**src/rtl/bc_pkg.sv**
```systemverilog
package bc_pkg;

    // Status byte bit positions (the decode depends on these)
    localparam int SB_INTA = 0;
    localparam int SB_WO_N = 1;
    localparam int SB_STACK = 2;
    localparam int SB_HLTA = 3;
    localparam int SB_OUT = 4;
    localparam int SB_M1 = 5;
    localparam int SB_INP = 6;
    localparam int SB_MEMR = 7;

    typedef enum logic [2:0] {
        PH_IDLE,
        PH_T2,
        PH_TW,
        PH_T3,
        PH_TAIL
    } phase_e;

    typedef enum logic [2:0] {
        CY_NONE,
        CY_MEMRD,
        CY_MEMWR,
        CY_IORD,
        CY_IOWR,
        CY_INTA,
        CY_HALT
    } cyc_e;

endpackage

```
**src/rtl/bc_status_latch.sv**
```systemverilog
module bc_status_latch #(
    parameter int DW = 8
) (
    input  logic          clk,
    input  logic          rst_n,
    input  logic          stb_n,
    input  logic [DW-1:0] din,
    output logic [DW-1:0] status_q
);
    import bc_pkg::*;

    // Reset value marks a read-type idle status so no write decodes
    localparam logic [DW-1:0] RST_STATUS = DW'(1) << SB_WO_N;

    always_ff @(posedge clk or negedge rst_n) begin
        if (!rst_n) begin
            status_q <= RST_STATUS;
        end else if (!stb_n) begin
            status_q <= din;
        end
    end

endmodule

```
**src/rtl/bc_phase_fsm.sv**
```systemverilog
module bc_phase_fsm (
    input  logic           clk,
    input  logic           rst_n,
    input  logic           stb_n,
    input  logic           ready,
    output bc_pkg::phase_e phase
);
    import bc_pkg::*;

    phase_e cur_q, nxt;

    always_ff @(posedge clk or negedge rst_n) begin
        if (!rst_n) begin
            cur_q <= PH_IDLE;
        end else begin
            cur_q <= nxt;
        end
    end

    always_comb begin
        nxt = cur_q;
        if (!stb_n) begin
            nxt = PH_T2;
        end else begin
            unique case (cur_q)
                PH_IDLE: nxt = PH_IDLE;
                PH_T2:   nxt = ready ? PH_T3 : PH_TW;
                PH_TW:   nxt = ready ? PH_T3 : PH_TW;
                PH_T3:   nxt = PH_TAIL;
                PH_TAIL: nxt = PH_TAIL;
                default: nxt = PH_IDLE;
            endcase
        end
    end

    assign phase = cur_q;

    // a low ready held in a wait keeps the cycle waiting
    a_r11_wait_hold: assert property (@(posedge clk) disable iff (!rst_n)
        (phase == PH_TW && !ready && stb_n) |=> (phase == PH_TW));

    // low ready in T2 inserts a wait state
    a_r11_wait_enter: assert property (@(posedge clk) disable iff (!rst_n)
        (phase == PH_T2 && !ready && stb_n) |=> (phase == PH_TW));

endmodule

```
**src/rtl/bc_cmd_decode.sv**
```systemverilog
module bc_cmd_decode #(
    parameter int DW = 8
) (
    input  logic [DW-1:0]  status,
    input  bc_pkg::phase_e phase,
    input  logic           wr_n,
    input  logic           busen_n,
    output bc_pkg::cyc_e   kind,
    output logic           memr_n,
    output logic           memw_n,
    output logic           ior_n,
    output logic           iow_n,
    output logic           cmd_oe
);
    import bc_pkg::*;

    logic rd_win;
    logic tail_wr;

    // Cycle class from the status byte, highest priority first
    always_comb begin
        if (status[SB_HLTA]) begin
            kind = CY_HALT;
        end else if (status[SB_INTA]) begin
            kind = CY_INTA;
        end else if (status[SB_OUT]) begin
            kind = CY_IOWR;
        end else if (status[SB_INP]) begin
            kind = CY_IORD;
        end else if (status[SB_MEMR]) begin
            kind = CY_MEMRD;
        end else if (!status[SB_WO_N]) begin
            kind = CY_MEMWR;
        end else begin
            kind = CY_NONE;
        end
    end

    always_comb begin
        unique case (phase)
            PH_T2, PH_TW, PH_T3: rd_win = 1'b1;
            default:             rd_win = 1'b0;
        endcase
    end

    assign tail_wr = (phase == PH_TAIL) && !wr_n;

    always_comb begin
        memr_n = 1'b1;
        memw_n = 1'b1;
        ior_n  = 1'b1;
        iow_n  = 1'b1;
        unique case (kind)
            CY_MEMRD: memr_n = !rd_win;
            CY_IORD:  ior_n  = !rd_win;
            CY_IOWR:  iow_n  = !(rd_win || tail_wr);
            CY_MEMWR: memw_n = !((phase != PH_IDLE) && !wr_n);
            default: begin
                memr_n = 1'b1;
            end
        endcase
    end

    assign cmd_oe = !busen_n;

endmodule

```
**src/rtl/bc_data_steer.sv**
```systemverilog
module bc_data_steer #(
    parameter int            DW  = 8,
    parameter logic [DW-1:0] OPC = '1
) (
    input  logic           clk,
    input  logic           rst_n,
    input  bc_pkg::cyc_e   kind,
    input  bc_pkg::phase_e phase,
    input  logic           wr_n,
    input  logic           busen_n,
    input  logic [DW-1:0]  cpu_din,
    input  logic [DW-1:0]  sys_din,
    output logic [DW-1:0]  cpu_dout,
    output logic           cpu_doe,
    output logic [DW-1:0]  sys_dout,
    output logic           sys_doe
);
    import bc_pkg::*;

    logic [DW-1:0] wdata_q;
    logic          is_rd;
    logic          is_wr;
    logic          rd_win;
    logic          wr_win;

    // Write data is taken on the edge that leaves T2
    always_ff @(posedge clk or negedge rst_n) begin
        if (!rst_n) begin
            wdata_q <= '0;
        end else if (phase == PH_T2) begin
            wdata_q <= cpu_din;
        end
    end

    assign is_rd = (kind == CY_MEMRD) || (kind == CY_IORD);
    assign is_wr = (kind == CY_MEMWR) || (kind == CY_IOWR);

    always_comb begin
        rd_win = 1'b0;
        wr_win = 1'b0;
        unique case (phase)
            PH_T2:        rd_win = 1'b1;
            PH_TW, PH_T3: begin
                rd_win = 1'b1;
                wr_win = 1'b1;
            end
            PH_TAIL:      wr_win = !wr_n;
            default:      rd_win = 1'b0;
        endcase
    end

    assign cpu_dout = (kind == CY_INTA) ? OPC : sys_din;
    assign cpu_doe  = !busen_n &&
                      ((is_rd && rd_win) || (kind == CY_INTA && phase == PH_T3));
    assign sys_dout = wdata_q;
    assign sys_doe  = !busen_n && is_wr && wr_win;

    // driven write data does not move once captured
    a_r6_wdata_stable: assert property (@(posedge clk) disable iff (!rst_n)
        (sys_doe && $past(phase) != PH_T2) |-> $stable(sys_dout));

endmodule

```
**src/rtl/bus_cycle_ctrl.sv**
```systemverilog
module bus_cycle_ctrl #(
    parameter int            DW  = 8,
    parameter logic [DW-1:0] OPC = '1
) (
    input  logic          clk,
    input  logic          rst_n,
    input  logic          stb_n,
    input  logic          ready,
    input  logic          wr_n,
    input  logic          busen_n,
    input  logic [DW-1:0] cpu_din,
    input  logic [DW-1:0] sys_din,
    output logic [DW-1:0] cpu_dout,
    output logic          cpu_doe,
    output logic [DW-1:0] sys_dout,
    output logic          sys_doe,
    output logic          memr_n,
    output logic          memw_n,
    output logic          ior_n,
    output logic          iow_n,
    output logic          cmd_oe
);
    import bc_pkg::*;

    logic [DW-1:0] status_q;
    phase_e        phase;
    cyc_e          kind;

    bc_status_latch #(.DW(DW)) u_latch (
        .clk      (clk),
        .rst_n    (rst_n),
        .stb_n    (stb_n),
        .din      (cpu_din),
        .status_q (status_q)
    );

    bc_phase_fsm u_fsm (
        .clk   (clk),
        .rst_n (rst_n),
        .stb_n (stb_n),
        .ready (ready),
        .phase (phase)
    );

    bc_cmd_decode #(.DW(DW)) u_dec (
        .status  (status_q),
        .phase   (phase),
        .wr_n    (wr_n),
        .busen_n (busen_n),
        .kind    (kind),
        .memr_n  (memr_n),
        .memw_n  (memw_n),
        .ior_n   (ior_n),
        .iow_n   (iow_n),
        .cmd_oe  (cmd_oe)
    );

    bc_data_steer #(.DW(DW), .OPC(OPC)) u_steer (
        .clk      (clk),
        .rst_n    (rst_n),
        .kind     (kind),
        .phase    (phase),
        .wr_n     (wr_n),
        .busen_n  (busen_n),
        .cpu_din  (cpu_din),
        .sys_din  (sys_din),
        .cpu_dout (cpu_dout),
        .cpu_doe  (cpu_doe),
        .sys_dout (sys_dout),
        .sys_doe  (sys_doe)
    );

    // cycle class holds between strobes
    a_r2_status_hold: assert property (@(posedge clk) disable iff (!rst_n)
        (stb_n && phase != PH_IDLE) |=> $stable(kind));

    // never two read commands together
    a_r4_one_read: assert property (@(posedge clk) disable iff (!rst_n)
        !(!memr_n && !ior_n));

    // memory read command present in T3
    a_r3_memr_t3: assert property (@(posedge clk) disable iff (!rst_n)
        (phase == PH_T3 && kind == CY_MEMRD) |-> !memr_n);

    // interrupt acknowledge issues no command
    a_r8_inta_quiet: assert property (@(posedge clk) disable iff (!rst_n)
        (kind == CY_INTA) |-> (memr_n && memw_n && ior_n && iow_n && !sys_doe));

    // halt acknowledge issues nothing
    a_r9_halt_quiet: assert property (@(posedge clk) disable iff (!rst_n)
        (kind == CY_HALT) |-> (memr_n && memw_n && ior_n && iow_n && !cpu_doe && !sys_doe));

    // bus disable removes every driver
    a_r10_busen_off: assert property (@(posedge clk) disable iff (!rst_n)
        busen_n |-> (!cmd_oe && !cpu_doe && !sys_doe));

    // nothing read after T3
    a_r12_tail_quiet: assert property (@(posedge clk) disable iff (!rst_n)
        (phase == PH_TAIL) |-> (memr_n && ior_n && !cpu_doe));

endmodule

```
**config.mk**
```make
export PLATFORM = sky130hd
export DESIGN_NAME = bus_cycle_ctrl
export DESIGN_NICKNAME = d
export VERILOG_FILES = /design/src/rtl/bc_pkg.sv /design/src/rtl/bc_status_latch.sv /design/src/rtl/bc_phase_fsm.sv /design/src/rtl/bc_cmd_decode.sv /design/src/rtl/bc_data_steer.sv /design/src/rtl/bus_cycle_ctrl.sv
export SDC_FILE = /design/constraint.sdc
export NUM_CORES = 1
export LEC_CHECK = 0
export ABC_AREA = 1
export BUFFER_PORTS_ARGS = -buffer_cell sky130_fd_sc_hd__buf_4
export CORE_ASPECT_RATIO = 1.1
export CORE_MARGIN = 3
export CORE_UTILIZATION = 47
export DETAILED_ROUTE_END_ITERATION = 8
export PLACE_DENSITY = 0.82
export SLEW_MARGIN = 20
export SYNTH_ARGS = -nofsm -noshare
export SYNTH_HDL_FRONTEND = slang
export SYNTH_SLANG_ARGS = --single-unit
export TNS_END_PERCENT = 30
```
**constraint.sdc**
```tcl
create_clock -name clk -period 2.5 [get_ports clk]
set_input_delay 0.125 -clock clk [delete_from_list [all_inputs] [get_ports clk]]
set_output_delay 0.125 -clock clk [all_outputs]
set_load 0.02 [all_outputs]
```
# --- Word level (Yosys, flattened, before mapping) ---
# Index checks and enable logic that the tools add are counted.
# W data, S select, Z words.
classes:
  n_addsub: 0
  n_mul: 0
  div: 0
  n_lt_le_gt_ge: 0
  n_eq_ne: 9
  shifts: 0
  mux: 16
  n_bitwise: 0
  n_reduce_logical: 21
ops:
  columns: ["op", "n"]
  rows:
  - ["$mux W3", 6]
  - ["$eq A3 B2 Y1 const B", 4]
  - ["$eq A3 B3 Y1 const B", 3]
  - ["$mux W8", 1]
  - ["$logic_and A1 B1 Y1", 7]
  - ["$eq A3 B1 Y1 const B", 2]
  - ["$mux W1", 6]
  - ["$pmux W3 S2", 1]
  - ["$reduce_or A2 Y1", 3]
  - ["$logic_not A1 Y1", 5]
  - ["$logic_or A1 B1 Y1", 4]
  - ["$reduce_bool A3 Y1", 1]
  - ["$reduce_or A3 Y1", 1]
  - ["$mux W2", 1]
  - ["$pmux W1 S2", 1]
word_totals:
  register_bits: 19
  latchBits: 0
  ram_bits: 0
  mem_bits_ro: 0
  in_bits: 22
  out_inout_bits: 23
  wordCells: 49
  mem_count: 0

# --- Logic depth before layout (Yosys ltp) ---
# Gate-level depths: netlist (run 1).
depth:
  word_depth: 11
  mapped_depth: 7
  depth_no_buf: 7

# --- By module ---
# From an unflattened synthesis (run 1), not the netlist that was laid out.
unflattened:
  hier_cells: 145
  hier_area_um2: 1098.6
by_module_without_submodules:
  columns: ["mod", "instances", "cells_per_inst", "area_each_um2", "seq_area_each_um2"]
  rows:
  - ["bc_data_steer", 1, 66, 514.2, 200.2]
  - ["bc_status_latch", 1, 34, 306.5, 201.4]
  - ["bc_phase_fsm", 1, 15, 141.4, 75.1]
  - ["bc_cmd_decode", 1, 30, 136.4, 0.0]

# --- Worst setup path after synthesis (run 1) ---
# OpenSTA, ideal clock, no wires.
synth_path:
  kind: "reg-to-output"
  start: "register u_latch.status_q[0]"
  end: "output sys_doe"
  t_arrival_ns: 1.119
  required_ns: 2.375
  path_slack_ns: 1.256
  stages_incl_launch_ff: 6
  n_path_buf: 0
  cell_sequence: "dfrtp_1 -> nor2_1 -> nand2_1 -> nor3b_2 -> nor2_1 -> nor2_1"
synth_via:
  elab_chain_len: 6
  elab_cells_between_ends: 7
  cone_classes: "eq/ne (2); mux (2); reduce/logical (3)"
synth_rtl:
  columns: ["element", "line_no", "source"]
  rows:
  - ["start, declared", "bc_status_latch.sv:8", "output logic [DW-1:0] status_q"]
  - ["start signal, assigned", "bc_status_latch.sv:19", "status_q <= din;"]
  - ["$mux W3 (*)", "bc_cmd_decode.sv:24", "end else if (status[SB_INTA]) begin"]
  - ["$mux W3 (*)", "bc_cmd_decode.sv:22", "if (status[SB_HLTA]) begin"]
  - ["$eq A3 B2 Y1 / $eq A3 B3 Y1 (equally long branches)", "bc_data_steer.sv:36", "assign is_wr = (kind == CY_MEMWR) || (kind == CY_IOWR);"]
  - ["$logic_or A1 B1 Y1 (*)", "bc_data_steer.sv:36", null]
  - ["$logic_and A1 B1 Y1 (*) (2 in series)", "bc_data_steer.sv:56", "assign sys_doe = !busen_n && is_wr && wr_win;"]
  - ["end, declared", "bus_cycle_ctrl.sv:16", "output logic sys_doe,"]
# Every way passes the cells marked *; elsewhere a longest branch is shown, timed or not.

# --- Worst setup path in the final report (run 1) ---
# Ends and elaborated chain as after synthesis.

==> results summary, run 1 <==
The sum of overflow across all layers after global routing came out at 0. The clock arrives with 0.00578 ns of skew. The flow ran to the end, and the final reports show no timing, DRC or antenna violations. The antenna violation net count after detailed routing is 0.

Data on the critical path is required at its endpoint by 2.38 ns. In this run the critical register-to-register path is launched from u_fsm.phase[2]. The horizontal die dimension is 47.3 um. The clock net sink count is 17. The clock-pin transition on the worst setup and hold timing paths came out at 0.09 ns.

After detailed routing, the average wire length per cell comes to 11.2 um. In the routed design, unresolved DRC markers number 0. The area share of the leading cell type in the synthesized netlist came out at 45.5%.

The synthesized area per cell is 7.73 um^2. Across all hold checks on the routed design, the worst slack comes to 0.0836 ns. The number of inserted diodes came out at 0.

The root buffer cell is clkbuf_4. The maximum root-to-sink buffer count came out at 2. The total number of vias came out at 863. The number of post-CTS setup repair buffers is 0. For the pin with the worst max-slew slack, the measured transition is 0.295 ns. Sorting the synthesized cells by area gives the leading types as dfrtp_1 45%, nand2_1 13%, inv_1 10%.

The critical path is of the flop to primary output type. The worst slew margin relative to its limit came out at 80.1%. Port buffering added 44 buffers. The number of vias per cell after detailed routing came out at 4.85. The total die area came out at 2430 um^2. The number of hold-repair buffers added at the cts stage came out at 1. TritonCTS built the clock tree. The instance count of the mapped netlist is 114. The power consumption came out at 0.804 mW. The worst-case IR drop observed on VDD is 0.558 mV. The total iterations of the first detailed-routing run is 3.

The number of DRC markers after the initial detailed-route iteration is 4. The end of the worst register-to-register path is u_steer.sys_dout[5]. The arrival time of data at the critical path endpoint is 1.47 ns. The final worst-path cycle share came out at 64.0%. The pin count of the biggest net entering global routing is 18. The first-pass GRT wire length came out at 3100 um. Setup violations remaining at the end of the flow were counted as 0. The worst hold path belongs to the class input pin to flop. The post-synthesis instance area is 881 um^2. For this design the ratio of total power to cell area is 642 nW/um^2. Across all register-to-register paths, the minimum setup slack is 1.25 ns. The analysis attributes to cell leakage a power of 0.709 nW. The floorplan has 15 rows. The chip height came out at 51.4 um. Setup repair after global routing left no endpoint under its margin. The count of synthesis-stage warnings from yosys is 0. The number of global-route vias before repair came out at 775.

The floorplan core area is 1670 um^2. The synthesis-stage register bit count is 17. The sequential share of the synthesized area is 48.4%.

The CTS H-tree depth is 1. The aggregate routed wire length is 1990 um. The critical path ends at sys_doe. The cell taking the most area after synthesis is dfrtp_1.

The initial antenna violation count came out at 0. Measured in cells, the most critical reg-to-reg path has a length of 3. STA classifies the critical path endpoint as a primary output. The core utilization of the finished layout came out at 75.0%. STA classifies the critical path startpoint as a flop.

The tool flagged a number of max-cap violations equal to 0. The total negative slack came out at 0 ns. The number of nets handed over by synthesis was 136. The global placement routability congestion is 0.795. The number of hold violations in the final report is 0. The source-to-sink clock delay at the later pin of the worst-skew pair is 0.27 ns.

The highest clock frequency the design can meet came out at 625 MHz. The total track usage is 17.3%. From synthesis to final layout, the design area changed by 42.2%.

The total half-perimeter wirelength after legalization and detailed placement came out at 1670 um. The count of final max-slew check failures is 0. The final cell count without fillers came out at 178. The number of placed instances with taps included is 173. The final-stage net count is 184. The maximum fanout encountered on the critical timing path came out at 4. Subtracting the final worst setup slack from the clock period gives 1.60 ns. After synthesis, the netlist uses 21 different library cells. The post-cts sizing count is 0.

The top-level port count is 45. The fraction of layout cells with a size suffix above 1 came out at 35.4%. The initial standard-cell utilization of the core came out at 52.7%.

The critical path starts at u_latch.status_q[0]. The TritonCTS buffer count is 3.
critical path, stage by stage (launching register included):
cell,delay (ns)
dfrtp_1,0.42
nor2_1,0.17
nand2_1,0.11
nor3b_2,0.21
nor2_1,0.06
nor2_1,0.09
buf_4,0.14
stage by stage:
step	setup WS [ns]	area, um^2
6_report	0.901	1250
4_1_cts	0.883	1250
2_1_floorplan	1.26	881
3_3_place_gp	1.21	1220
3_5_place_dp	1.18	1220
5_1_grt	0.754	1250
where the power goes:
part           total, mW  internal, mW  leakage, nW  switching, mW
sequential         0.358         0.324        0.205         0.0342
clock              0.134        0.0617       0.0150         0.0726
combinational      0.312         0.137        0.488          0.175
layer usage:
metal | track usage (%) | up-vias | part of all wire [%]
li1 | - | 441 | -
met1 | 19.2 | 380 | 39
met2 | 31.9 | 38 | 49
met3 | 2.11 | 4 | 9.6
met4 | 5.99 | 0 | 2.1
met5 | 0 | - | 0
cell usage after synthesis:
library cell / count
nand2_1: 31
buf_2: 1
o21ai_1: 6
o21ai_0: 9
nand3_1: 3
nand4_1: 1
buf_6: 1
nor3_1: 1
mux2_4: 2
a21oi_1: 1
nand3_2: 1
inv_1: 24
inv_2: 1
nand2_2: 1
dfrtp_1: 16
dfstp_2: 1
a21oi_2: 1
o211ai_1: 1
nor3b_2: 1
nor2_1: 9
nor2_2: 2
cell families (layout without fill, tap and decap cells):
logic type	after synthesis	in the layout	share of synthesized area, %
flip-flops	17	17	48.4
AO/OA/AOI/OAI	18	18	10.9
AND/OR/NAND/NOR	50	50	24.7
multiplexers	2	2	3.41
buffers and inverters	27	74	12.5
flip-flops by register name (all words and copies together) (netlist names):
name and count:
u_fsm.phase 3, u_latch.status_q 6, u_steer.sys_dout 8
how the worst min path moves through the flow:
stage,from,to,slack [ns],depth (start not counted)
final,cpu_din[1],u_latch.status_q[1],0.08,3
after detailed placement,rst_n,u_steer.sys_dout[1],-0.003,1
after global placement,rst_n,u_steer.sys_dout[5],-0.005,1
after CTS,cpu_din[2],u_steer.sys_dout[2],0.08,2
after global routing,cpu_din[2],u_steer.sys_dout[2],0.07,2
after floorplan,rst_n,u_fsm.phase[0],-0.17,0
area by class of cell:
class / count / area (um^2)
fillers: 133 / 418
flip-flops and latches: 17 / 427
clock buffers: 4 / 26.3
inverters: 25 / 93.8
multi-input cells: 70 / 344
well taps: 17 / 21.3
repair buffers: 45 / 340
cells in the final DEF (no fill, tap or decap), types with 2 or more instances in the layout:
cell type  count
clkbuf_4       3
nor2_1         9
o21ai_1        6
nand3_1        3
dfrtp_1       16
mux2_4         2
inv_1         24
nor2_2         2
o21ai_0        9
buf_4         44
nand2_1       31
Note: power is estimated with default switching activity, not from simulation.
==> inputs of run 2 (changes only) <==
CORE_UTILIZATION = 39   (was 47)
PLACE_DENSITY = 0.73   (was 0.82)
clock period = 1.3 ns   (was 2.5 ns; I/O delays follow)
==> run 2 against run 1 <==
The run now ends with setup timing left. Clock skew hardly changed. Final cell count is 10% higher. Global-route usage is 3.3 points lower. Design area is 8.1% higher. First-iteration DRC count grew to 3.0 times the previous value. Critical path type unchanged. Largest cell class unchanged. Via count is 0.70% higher. Hold slack got worse by 0.070 ns.
==> results summary, run 2 (synthesized netlist as in run 1, its figures left out) <==
The flow ran to the end, but the final reports show violations. The checks that failed: setup timing. The total leakage power is 0.747 nW (+5.4%). The maximum root-to-sink buffer count came to 2 (unchanged). The cell area after placement came out at 1250 um^2 (+3.0%). The number of buffer cells added on primary ports is 44 (unchanged).

The element type at the critical path end is a primary output. The chip height was 55.8 um (+8.6%). The total half-perimeter wirelength after legalization and detailed placement was 1580 um (-5.6%). The number of placed instances with taps included is 187 (+8.1%). The horizontal die dimension is 51.3 um (+8.5%). The maximum fanout encountered on the critical timing path came out at 3 (-1). The number of global-route vias before repair came out at 813 (+4.9%).

The core utilization of the finished layout is 64.9% (-10 points). The arrival time of data at the critical path endpoint is 1.43 ns (-0.04 ns). The most common cell after layout, fill and taps aside is buf_4. The total track usage is 14.0% (-3.3 points). Walking the worst path, the cells encountered are nor2_2 -> nand2_2 -> nor3b_2 -> o211ai_1 -> buf_4.

The top-level port count came out at 45 (unchanged). The total die area is 2870 um^2 (+18%). The floorplan core area is 2080 um^2 (+25%).

The power consumption was 1.61 mW (+100%). The final-layout fill cell count came out at 194 (+46%). The total iterations of the first detailed-routing run came to 2 (-1). Setup repair after global routing could not meet its margin everywhere. The detailed-route wire length per cell is 10.1 um (-9.5%). The clock-pin transition on the worst setup and hold timing paths came out at 0.09 ns (about the same). The number of hold violations in the final report is 0 (unchanged).

The sum of overflow across all layers after global routing came out at 0 (unchanged). The worst setup path is of the flop to primary output kind. The fraction of layout cells with a size suffix above 1 is 41.7% (+6.3 points). The global placement routability congestion came out at 0.758 (-4.6%). The area of combinational cells with multiple inputs is 367 um^2 (+6.5%). The count of final max-slew check failures was 0 (unchanged). The type of origin of the critical path is a flop. The clock skew came out at 0.00617 ns (+0.000388 ns). The worst hold slack is 0.0139 ns (-0.0697 ns).

The actual slew at the worst max-slew pin came to 0.282 ns (-0.0136 ns). The worst slew margin relative to its limit was 81.1% (+0.97 points). The count of unresolved DRC violations after routing is 0 (unchanged). The number of buffers and inverters on the critical path came to 1 (unchanged). The family with the most delay on the worst path is simple AND/OR/NAND/NOR gates. The least setup slack across all paths after layout came to -0.197 ns (-1.10 ns). The maximum cell stage delay along the critical path is 0.41 ns (about the same). The TritonCTS buffer count came out at 3 (unchanged). The source-to-sink clock delay at the later pin of the worst-skew pair was 0.28 ns (about the same). The initial antenna violation count was 0 (unchanged). In this run the clock root is driven by a clkbuf_4. The pin count of the biggest net entering global routing is 18 (unchanged).

The number of flip-flops under the largest register name came out at 8 (unchanged). The TritonCTS clock tree is done. The total number of vias is 869 (+0.70%).

The first-pass GRT wire length came to 3270 um (+5.6%). The min-delay analysis places its worst path in the category input pin to flop. For the finished layout, the period the worst path requires is 1.50 ns.

On the critical path, the stage with the largest delay is an instance of dfrtp_1. The antenna violation net count after detailed routing came out at 0 (unchanged). The worst slack at placement came out at 0.0647 ns (-1.12 ns). The highest clock frequency the design can meet came out at 668 MHz.

The final worst-path cycle share came out at 115%. The power density relative to cell area came to 1190 nW/um^2 (+86%). The final count of negative-setup-slack endpoints is 14 (+14). The sequential standard cell area came out at 428 um^2 (+0.29%). The CTS H-tree depth came out at 1 (unchanged). The worst endpoint required time is 1.24 ns (-1.14 ns). Compared with the post-synthesis result, the final layout area differs by 53.7%.

The largest vdd supply drop is 0.969 mV (+74%). The number of vias per cell after detailed routing is 4.43 (-8.6%). The final-stage net count is 191 (+3.8%). The final cell count without fillers was 196 (+10%). The clock net sink count was 17 (unchanged). The number of max-capacitance violations reported is 0 (unchanged).

The number of inserted diodes is 0 (unchanged). The cell row count was 17 (+2). The final non-filler cell area is 1350 um^2 (+8.1%).

The number of DRC markers after the initial detailed-route iteration is 12 (+8). The initial standard-cell utilization of the core is 42.3% (-10 points). The aggregate routed wire length is 1980 um (-0.40%).

In the layout the commonest cells are 48 x buf_4, 30 x nand2_1, 23 x inv_1, 15 x dfrtp_1, 8 x o21ai_0. The total negative slack came to -2.26 ns (-2.26 ns).
==> run 2: worst reg2reg max path: cells and delay by family (launching register included) <==
| kind | cells | cell delay (ns) |
|---|---|---|
| flip-flops | 1 | 0.47 |
| buffers and inverters | 1 | 0.19 |
| AND/OR/NAND/NOR | 3 | 0.30 |
| AO/OA/AOI/OAI | 1 | 0.06 |
==> run 2: what timing repair did <==
action / CTS / global route
hold endpoints to repair: 17 / 0
endpoints found under the setup margin: 14 / 14
hold buffers: 1 / 0
gates resized for setup: 9 / 3
gates cloned: 0 / 0
pin swaps: 6 / 1
buffers inserted: 4 / 0
==> run 2: worst paths after layout <==
path / slack, ns / endpoint / cells past startpoint / from
worst min-delay path: 0.01 / u_fsm.phase[0] / 3 / ready
worst min register to register: 0.49 / u_latch.status_q[1] / 2 / u_latch.status_q[1]
min in group asynchronous: 0.17 / u_steer.sys_dout[0] / 2 / rst_n
worst max register to register: 0.19 / u_steer.sys_dout[1] / 5 / u_fsm.phase[2]
worst max-delay path: -0.20 / memw_n / 5 / u_latch.status_q[0]
max in group asynchronous: 0.87 / u_latch.status_q[1] / 2 / rst_n
==> run 2: area by class of cell <==
type                            instances  share of cell area (%)
Tap cell                               28                    2.59
Clock buffer                            4                    1.94
Timing Repair Buffer                   52                    29.9
Inverter                               25                    6.93
Sequential cell                        17                    31.6
Multi-Input combinational cell         70                    27.1
==> run 2: report_power, final <==
part	internal, mW	switching (mW)	leakage [nW]
logic	0.309	0.351	0.529
registers	0.623	0.0660	0.204
clock network	0.119	0.145	0.0150
total	1.05	0.562	0.747
==> run 2: metal layers <==
metal | wire [um] | vias up | track usage (%) | part of all wire [%]
met5 | 0 | - | 0 | 0
met4 | 13 | 0 | 5.99 | 0.66
met3 | 180 | 2 | 1.34 | 9.1
met2 | 971 | 34 | 23.4 | 49
met1 | 814 | 377 | 18.1 | 41
li1 | - | 456 | - | -
==> inputs of run 3 (changes only) <==
ABC_AREA = default   (was 1)
==> run 3 against run 2 <==
The flow still finishes with violations (setup timing). Setup slack about the same. First-iteration DRC count decreased by 83%. Routed wire length increased by 29%.
==> results summary, run 3 <==
The path with the worst hold slack has its endpoint at u_steer.sys_dout[1]. The number of global-route vias before repair came out at 939 (+15%). The horizontal die dimension came out at 51.0 um (-0.57%). The sum of overflow across all layers after global routing was 0 (unchanged). The source-to-sink clock delay at the later pin of the worst-skew pair came to 0.29 ns (about the same). The TritonCTS clock tree is done. Traced cell by cell, the critical path runs through nor4b_4 -> o22ai_2 -> nor4_2 -> buf_4. The fraction of layout cells with a size suffix above 1 came to 72.5% (+31 points). The post-layout minimum cycle time came out at 1.50 ns (+0.0000400 ns). The number of buffers and inverters on the critical path is 1 (unchanged). The area share of the leading cell type in the synthesized netlist came to 46.0% (+0.59 points).

The area of combinational cells with multiple inputs is 536 um^2 (+46%). The total die area came out at 2830 um^2 (-1.1%). The number of flip-flops under the largest register name is 8 (unchanged). The internal power summed over all cells is 1.36 mW (+29%). The count of final max-slew check failures is 0 (unchanged). The total leakage power came out at 0.767 nW (+2.6%). On the critical path, the stage with the largest delay is an instance of dfrtp_2.

The sequential standard cell area is 430 um^2 (+0.58%). The initial standard-cell utilization of the core came out at 42.1% (-0.11 points). The top-level port count is 45 (unchanged). STA classifies the critical path startpoint as a flop. The antenna violation net count after detailed routing came to 0 (unchanged).

The instance count along the most critical hold path was 2 (-1). The final count of negative-setup-slack endpoints came out at 22 (+8). The number of enable flip-flop cells after synthesis is 0 (unchanged).

The category of the most critical setup path is flop to primary output. The detailed-route wire length per cell is 15.0 um (+48%). The aggregate routed wire length is 2550 um (+29%).

The power consumption is 2.10 mW (+30%). The power density relative to cell area came out at 1310 nW/um^2 (+9.6%). The number of vias per cell after detailed routing is 4.95 (+12%). The highest clock frequency the design can meet was 668 MHz (about the same). The startpoint identified for the worst hold timing path is cpu_din[1]. The fraction of registers with async set or reset after synthesis is 100% (unchanged). The final worst-path cycle share was 115% (about the same).

The depth of the most critical reg-to-reg path is 4 (-1). The total track usage is 19.3% (+5.3 points). The cell row count is 17 (unchanged). The pin count of the biggest net entering global routing came to 18 (unchanged).

The number of hold violations in the final report is 0 (unchanged). The clock net sink count is 17 (unchanged). The worst slew margin relative to its limit came out at 84.3% (+3.2 points).

The total iterations of the first detailed-routing run came out at 2 (unchanged). The portion of total power attributed to combinational logic is 50.5% (+9.6 points). The maximum fanout encountered on the critical timing path is 4 (+1). The chip height came out at 55.5 um (-0.57%). The instance count of the mapped netlist is 76 (-33%).

On the critical path the largest part of the delay comes from flip-flops. The synthesized area per cell came out at 11.4 um^2 (+48%). The final-stage net count came out at 165 (-14%). The clock skew is 0.00939 ns (+0.00322 ns). The maximum cell stage delay along the critical path is 0.45 ns (+0.04 ns). The worst setup path is captured at a primary output.

The share of power burned in registers came out at 36.5% (-6.2 points). The synthesis-stage register bit count was 17 (unchanged). The portion of total power attributed to the clock network came out at 13.0% (-3.3 points). The number of distinct library cells after synthesis came to 29 (+38%). The actual slew at the worst max-slew pin is 0.235 ns (-0.0466 ns). The number of inserted diodes is 0 (unchanged). The final reports fail on setup timing.

The maximum root-to-sink buffer count was 2 (unchanged). The net switching component of the power came out at 0.744 mW (+32%). The synthesized netlist net count came out at 98 (-28%). The count of unresolved DRC violations after routing is 0 (unchanged). The TritonCTS buffer count was 3 (unchanged).

The register-to-register path setup slack is -0.11 ns (-0.30 ns). After synthesis, the cell types taking the most area are dfrtp_1 46%, mux2_2 18%, nand2b_1 6.5%. In the layout the commonest cells are 45 x buf_4, 14 x mux2_2, 14 x buf_6, 13 x dfrtp_1, 9 x nand2b_4. The first-pass GRT wire length came out at 4150 um (+27%). The largest vdd supply drop is 1.36 mV (+40%). The number of max-capacitance violations reported is 0 (unchanged). The total number of vias is 841 (-3.2%).

In this run the worst hold path is classified as input pin to flop. The worst slack at placement came out at -0.00790 ns (-0.0726 ns). The post-synthesis instance area came out at 870 um^2 (-1.3%). The root buffer cell chosen for the clock tree is clkbuf_4. The switching portion of total power is 35.3% (+0.49 points). The global placement routability congestion was 0.902 (+19%).

The total half-perimeter wirelength after legalization and detailed placement came to 1780 um (+13%). The worst register-to-register path begins at u_fsm.phase[1]. The run finished, with violations left. Sorting the synthesized cells by how often they occur yields 16 x dfrtp_1, 14 x mux2_2, 9 x nand2b_1. The floorplan core area came out at 2060 um^2 (-1.0%). The most used standard cell by instance count after synthesis is dfrtp_1. The core utilization of the finished layout is 78.1% (+13 points).

The initial antenna violation count is 0 (unchanged). The CTS H-tree depth is 1 (unchanged). The clock-pin transition on the worst setup and hold timing paths came to 0.10 ns (about the same). The least setup slack across all paths after layout is -0.197 ns (-0.0000400 ns).

The cell taking the most area after synthesis is dfrtp_1. The count of synthesis-stage warnings from yosys came to 0 (unchanged). The worst endpoint required time is 1.24 ns (about the same). The number of DRC markers after the initial detailed-route iteration was 2 (-10).

The arrival time of data at the critical path endpoint came out at 1.43 ns (about the same). From synthesis to final layout, the design area changed by 85.3%. The sequential share of the synthesized area is 49.1% (+0.63 points). Setup repair after global routing could not meet its margin everywhere.

The worst register-to-register path ends at u_steer.sys_dout[4]. The final-layout fill cell count is 134 (-31%). Leaving out fill and tap cells, the most frequent cell in the layout is buf_4.

The number of buffer cells added on primary ports is 44 (unchanged). For this run, the leading register cell type out of synthesis is dfrtp_1.
[run 3: cell count changes after synthesis, moves of 2 or more]
| cell | before | now |
|---|---|---|
| inv_1 | 24 | 1 |
| o21ai_0 | 9 | 1 |
| o21ai_1 | 6 | 0 |
| nor3_1 | 1 | 3 |
| nor2_1 | 9 | 6 |
| nand2b_1 | 0 | 9 |
| nand3_1 | 3 | 1 |
| nor2_2 | 2 | 0 |
| mux2_4 | 2 | 0 |
| nand3b_1 | 0 | 3 |
| mux2_2 | 0 | 14 |
| nand2_1 | 31 | 2 |
[run 3: how the worst max path moves through the flow]
stage / from / endpoint / slack [ns] / cells after the start
floorplan: u_fsm.phase[1] / sys_doe / -0.07 / 4
global placement: u_fsm.phase[0] / u_steer.sys_dout[5] / -0.003 / 4
detailed placement: u_fsm.phase[0] / u_steer.sys_dout[6] / -0.008 / 4
CTS: u_fsm.phase[0] / sys_doe / -0.21 / 4
global route: u_fsm.phase[0] / sys_doe / -0.31 / 4
finish: u_fsm.phase[0] / sys_doe / -0.20 / 4
[run 3: layer usage]
layer	share of wire, %	wire length [um]	global-route usage (%)
met5	0	0	0
met3	7.6	194	4.58
met4	2.8	70	8.85
met1	37	949	19.5
met2	52	1330	35.7
[run 3: cells by family after synthesis]
logic type | share of synthesized area, %
buffers and inverters | 3.74
AOI/OAI and AO/OA | 5.18
muxes | 18.1
xor gates and xnor gates | 1.01
DFF | 49.1
and+or+nand+nor | 22.9
[run 3: worst reg2reg max path: cells and delay by family, from the launching register on]
family | cells | cell delay, ns
buf+inv | 2 | 0.32
flops | 1 | 0.46
mux | 1 | 0.33
simple gates | 1 | 0.20
[run 3: cell type report]
class                      count  share of cell area, %
timing repair buffer          66                   35.7
clock inverter                 1                  0.311
sequential                    17                   26.7
inverter                       2                  0.466
tap                           28                   2.17
multi-input combinational     53                   33.2
clock buffer                   3                   1.40
[run 3: repair_timing]
action	CTS	global route
gates resized for setup	29	10
hold endpoints to repair	20	3
endpoints found under the setup margin	19	22
buffers inserted	3	2
hold buffers	4	2
pin swaps	4	1
[run 3: power by group through the flow]
stage | Combinational [mW] | Sequential (mW) | Clock (mW)
2_1_floorplan | 0.380 | 0.865 | 0
3_3_place_gp | 0.856 | 0.760 | 0
3_5_place_dp | 0.876 | 0.771 | 0
4_1_cts | 0.984 | 0.772 | 0.288
5_1_grt | 1.13 | 0.792 | 0.311
6_report | 1.06 | 0.768 | 0.273
[run 3: metrics by stage]
step | TNS, ns | hold slack, ns | instance area, um^2 | instances
after floorplan | -0.241 | -0.231 | 876 | 76
after global placement | -0.0122 | -0.0623 | 1300 | 155
after detailed placement | -0.0169 | -0.0600 | 1300 | 155
after CTS | -2.32 | 0.00214 | 1510 | 166
after global routing | -3.90 | 0.00344 | 1610 | 170
final | -2.31 | 0.0143 | 1610 | 170
